`config.mk`:
```
export PLATFORM = sky130hd
export DESIGN_NAME = conn_test_pinmux
export DESIGN_NICKNAME = d
export VERILOG_FILES = /design/src/rtl/ctm_pkg.sv /design/src/rtl/ctm_strap_latch.sv /design/src/rtl/ctm_nand_chain.sv /design/src/rtl/ctm_pin_select.sv /design/src/rtl/conn_test_pinmux.sv
export SDC_FILE = /design/constraint.sdc
export NUM_CORES = 1
export LEC_CHECK = 0
export ABC_AREA = 1
export BUFFER_PORTS_ARGS = -buffer_cell sky130_fd_sc_hd__clkbuf_2
export CAP_MARGIN = 5
export CORE_AREA = 5 5 42 44
export CTS_CLUSTER_SIZE = 12
export DETAILED_ROUTE_END_ITERATION = 8
export DIE_AREA = 0 0 47 49
export SLEW_MARGIN = 40
export SYNTH_ARGS = -nofsm -noshare
export SYNTH_HDL_FRONTEND = slang
export SYNTH_SLANG_ARGS = --single-unit
```
`constraint.sdc`:
```
create_clock -name clk -period 1.65 [get_ports clk]
set_input_delay 0.33 -clock clk [delete_from_list [all_inputs] [get_ports clk]]
set_output_delay 0.33 -clock clk [all_outputs]
set_load 0.005 [all_outputs]
```
`src/rtl/ctm_pkg.sv`:
```
// Shared types for the connectivity test pin block.
// Assumes: nothing beyond IEEE 1800-2017.
package ctm_pkg;
    typedef enum logic {
        MODE_FUNC = 1'b0,
        MODE_TREE = 1'b1
    } pin_mode_e;
endpackage

```
`src/rtl/ctm_strap_latch.sv`:
```
// Captures the mode strap once, on the first clock after the power-on
// reset is released, and holds the resulting mode until the next reset.
// Assumes: rst_n is synchronous and active low; strap_in is stable
// around that first edge (pad-level synchronisation is not this block's job).
module ctm_strap_latch
    import ctm_pkg::*;
(
    input  logic      clk,
    input  logic      rst_n,
    input  logic      strap_in,
    output pin_mode_e mode
);
    logic sampled_q;

    // Purpose: record the strap exactly once per reset and then freeze it.
    always_ff @(posedge clk) begin
        if (!rst_n) begin
            sampled_q <= 1'b0;
            mode      <= MODE_FUNC;
        end else if (!sampled_q) begin
            sampled_q <= 1'b1;
            mode      <= strap_in ? MODE_TREE : MODE_FUNC;
        end
    end

    // a reset edge always leaves the block in normal mode.
    p_reset_func_r1: assert property (@(posedge clk)
        !rst_n |=> (mode == MODE_FUNC));

    // the mode taken is the strap seen at the capture edge.
    p_capture_r2: assert property (@(posedge clk) disable iff (!rst_n)
        $rose(sampled_q) |-> (mode == ($past(strap_in) ? MODE_TREE : MODE_FUNC)));

    // once captured, the mode never moves until reset.
    p_mode_frozen_r4: assert property (@(posedge clk) disable iff (!rst_n)
        (sampled_q && $past(sampled_q)) |-> $stable(mode));
endmodule

```
`src/rtl/ctm_nand_chain.sv`:
```
// Serial chain of two-input NAND gates over the observed inputs.
// Stage 0 ties its spare input high, and stage k combines tree_in[k]
// with the result of stage k-1. The last stage, TREE_W-1, is nearest the output.
// Assumes: TREE_W >= 1; purely combinational, no delay modelled.
module ctm_nand_chain #(
    parameter int TREE_W = 8
) (
    input  logic [TREE_W-1:0] tree_in,
    output logic              tree_out
);
    localparam int  LAST         = TREE_W - 1;
    localparam logic ALL_HIGH_OUT = ((TREE_W % 2) == 0) ? 1'b1 : 1'b0;

    logic [TREE_W-1:0] stage;

    // Purpose: build one NAND per input, each fed by the previous stage.
    for (genvar g = 0; g < TREE_W; g++) begin : g_stage
        if (g == 0) begin : g_head
            assign stage[g] = ~(tree_in[g] & 1'b1);
        end else begin : g_link
            assign stage[g] = ~(tree_in[g] & stage[g-1]);
        end
    end

    assign tree_out = stage[LAST];

    // Purpose: check the two fixed points of the chain against its inputs.
    always_comb begin
        if (tree_in == '0) begin
            p_all_low_r7: assert (tree_out == 1'b1);
        end
        if (tree_in == '1) begin
            p_all_high_r8: assert (tree_out == ALL_HIGH_OUT);
        end
    end
endmodule

```
`src/rtl/ctm_pin_select.sv`:
```
// Chooses what drives the shared pin: the functional value in normal
// mode, or the chain result in test mode.
// Assumes: mode comes from a flop, so the select never glitches.
module ctm_pin_select
    import ctm_pkg::*;
(
    input  pin_mode_e mode,
    input  logic      func_val,
    input  logic      tree_val,
    output logic      pin_val
);
    // Purpose: two-way select for the shared pin.
    always_comb begin
        unique case (mode)
            MODE_TREE: pin_val = tree_val;
            default:   pin_val = func_val;
        endcase
    end
endmodule

```
`src/rtl/conn_test_pinmux.sv`:
```
// Top of the connectivity test pin block: the strap latch, the NAND
// chain over the input pins, and the select for the shared output pin.
// Assumes: synchronous active-low power-on reset; TREE_W >= 1.
module conn_test_pinmux
    import ctm_pkg::*;
#(
    parameter int TREE_W = 8
) (
    input  logic              clk,
    input  logic              rst_n,
    input  logic              strap_in,
    input  logic [TREE_W-1:0] tree_in,
    input  logic              func_out,
    output logic              pin_out
);
    pin_mode_e mode;
    logic      chain_val;

    ctm_strap_latch u_strap (
        .clk      (clk),
        .rst_n    (rst_n),
        .strap_in (strap_in),
        .mode     (mode)
    );

    ctm_nand_chain #(.TREE_W(TREE_W)) u_chain (
        .tree_in  (tree_in),
        .tree_out (chain_val)
    );

    ctm_pin_select u_sel (
        .mode     (mode),
        .func_val (func_out),
        .tree_val (chain_val),
        .pin_val  (pin_out)
    );

    // the edge after a reset edge shows the functional value on the pin.
    p_reset_pin_func_r1: assert property (@(posedge clk)
        $past(!rst_n) |-> (pin_out == func_out));
endmodule

```
==> impl_metrics.yaml <==
detailed_routing:
  num_vias: 142
  firstDrtPassIters: 1
  ant_nets: 0
  wirelength_um: 297
  dr.first_iter.drc_count: 0
  via_per_inst: 3.021
  wl_per_cell_um: 6.319
  drc: 0
global_routing:
  grt_overflow: 0
  grt_pass1_vias: 103
  track_usage_pct: 2.672
  grt_start_max_net_pins: 4
  grt_pass1_wl_um: 338
  grt_antenna_before_repair: 0
place:
  port_buffers: 12
  place_area_sq_um: 180.2
  dp_hpwl_um: 248.5
  gp_congestion: 0.4832
layout:
  drive_above_1_share_pct: 51.61
  antenna_cells: 0
  syn_to_final_growth_pct: 102.5
  layout.nets: 45
  fin_area_sq_um: 202.7
timing:
  tns_ns: 0
  final.min_clock_period_ns: 1.267
  grt_setup_unrepaired: "false"
  hold_viol_final: 0
  fin_crit_sh_pct: 76.76
  timing_worst_slew_pin_value_ns: 0.1310
  slew_violations: 0
  relSlewSlack_pct: 91.17
  fmax_ghz: 0.7896
  final.setup_skew_ns: 0.002763
  setup_viol: 0
pwr:
  p_leak_uw: 0.0001215
  peakVddDrop_uv: 276.9
  power.density_nw_per_um2: 905.9
worst_setup_path:
  critPathBufInv: 3
  cp_slowest_stage_delay_ns: 0.12
  r2r-end: "u_strap.mode"
  path_max_fanout: 1
  cp_common_cell: "nand2_1"
  reg2regPathDepth: 2
  r2r_slack_ns: 1.06
  crit_path_end_kind: "output port"
  cp_cell_sequence: "clkbuf_2 > inv_1 > nand2_1 > nand2_1 > nand2_1 > nand2_1 > nand2_1 > nand2_1 > a21oi_2 > clkbuf_2"
  startpoint_type: "input port"
  cpLargestDelayFamily: "simple AND/OR/NAND/NOR gates"
  critPathKind: "in2out"
  arrival_ns: 0.94
  cp.required_ns: 1.32
  worstReg2RegStart: "u_strap.sampled_q"
  crit_slowest_cell: "clkbuf_2"
die:
  die_w_um: 47
  die_y_um: 49
  start_util_pct: 7.143
  fp.dieArea_sq_um: 2303
  core_sq_um: 1401
  io_pins: 13
  row_count: 14
synth:
  synthDistinctLibCells: 7
  syn_area_per_cell_sq_um: 6.256
  synth-seq-cells: 2
  ys_warn_count: 0
  synth_fp_nets: 28
  yosys-top-cells-area: "dfxtp_1 (40%), nand2_1 (26%), inv_1 (11%)"
  ys_seq_area_share_pct: 40.00
  synth_top_area_cell: "dfxtp_1"
  netlist.area_leader.share_pct: 40.00
  syn-instance-count: 16
  syn-cell-area_sq_um: 100.1
cts:
  hold_buffers: 0
  numCtsBuffers: 3
  cts-root-buf: "clkbuf_4"
  cts.sinks: 2
  clkTransAtPathRegs_ns: 0.03
  insertion_delay_ns: 0.22
  htreeDepth: 1
  cts_max_path_buffers: 2
  cts_setup_buffers: 0
  cts_tree: "yes"
  cts_resized: 0
hold_path:
  min_from: "rst_n"
  whs_endpoint: "u_strap.sampled_q"
  hold_path_depth: 1
  holdCritPathClass: "in2reg"
flow_run:
  cap_violations: 0
outcome:
  outcome: "complete, no violations"
-- state kept, by name, indices dropped and copies added, names as in the netlist --
| register | cells |
|---|---|
| u_strap.mode | 1 |
| u_strap.sampled_q | 1 |
-- where the power goes --
group          internal, uW  leakage [uW]  switching [uW]
Clock                  79.9     0.0000138            24.4
Combinational          15.4     0.0000909            10.2
Sequential             51.8     0.0000168            1.92
-- metrics by stage --
step	util [%]	hold WS [ns]	std cells	setup WS, ns	power [uW]
2_1_floorplan	-	0.3577	16	0.5956	64.09
3_3_place_gp	12.86	0.4123	44	0.3914	79.33
3_5_place_dp	12.86	0.4175	44	0.3740	80.30
4_1_cts	14.46	0.2177	47	0.3685	191.5
5_1_grt	14.46	0.2118	47	0.3078	204.0
6_report	14.46	0.2270	47	0.3835	183.6
-- cell families after synthesis --
logic type	synth area share, %
compound gates	18.74
flops	40.00
buf+inv	11.25
simple gates	30.00
-- cell type report --
type	instances	area (sq um)
inverters	3	11.26
multi-input cells	11	48.80
well taps	16	20.02
flip-flops and latches	2	40.04
fillers	165	1199
repair buffers	12	60.06
clock buffers	3	22.52
-- synth_stat cells --
| library cell | n |
|---|---|
| nand2_1 | 7 |
| inv_1 | 3 |
| o21ai_0 | 1 |
| nor2_1 | 1 |
| a21oi_2 | 1 |
| dfxtp_1 | 2 |
| a21oi_1 | 1 |
-- placed cells by master (no fill, tap or decap) --
master,n
clkbuf_4,3
inv_1,3
dfxtp_1,2
o21ai_0,1
a21oi_1,1
nor2_1,1
clkbuf_2,12
a21oi_2,1
nand2_1,7
-- how the worst max path moves through the flow --
stage               start  endpoint  slack, ns  cells after the start
2_1_floorplan  tree_in[0]   pin_out       0.60                      8
3_3_place_gp   tree_in[0]   pin_out       0.39                     10
3_5_place_dp   tree_in[0]   pin_out       0.37                     10
4_1_cts        tree_in[0]   pin_out       0.37                     10
5_1_grt        tree_in[0]   pin_out       0.31                     10
6_report       tree_in[0]   pin_out       0.38                     10
-- routing by layer --
layer  up-vias  global-route usage (%)  part of all wire [%]
li1         79                       -                     -
met1        50                   2.407                    38
met2        13                   2.036                    29
met3         0                   3.321                    33
met4         0                   4.147                     0
met5         -                       0                     0
Note: power is estimated with default switching activity, not from simulation.
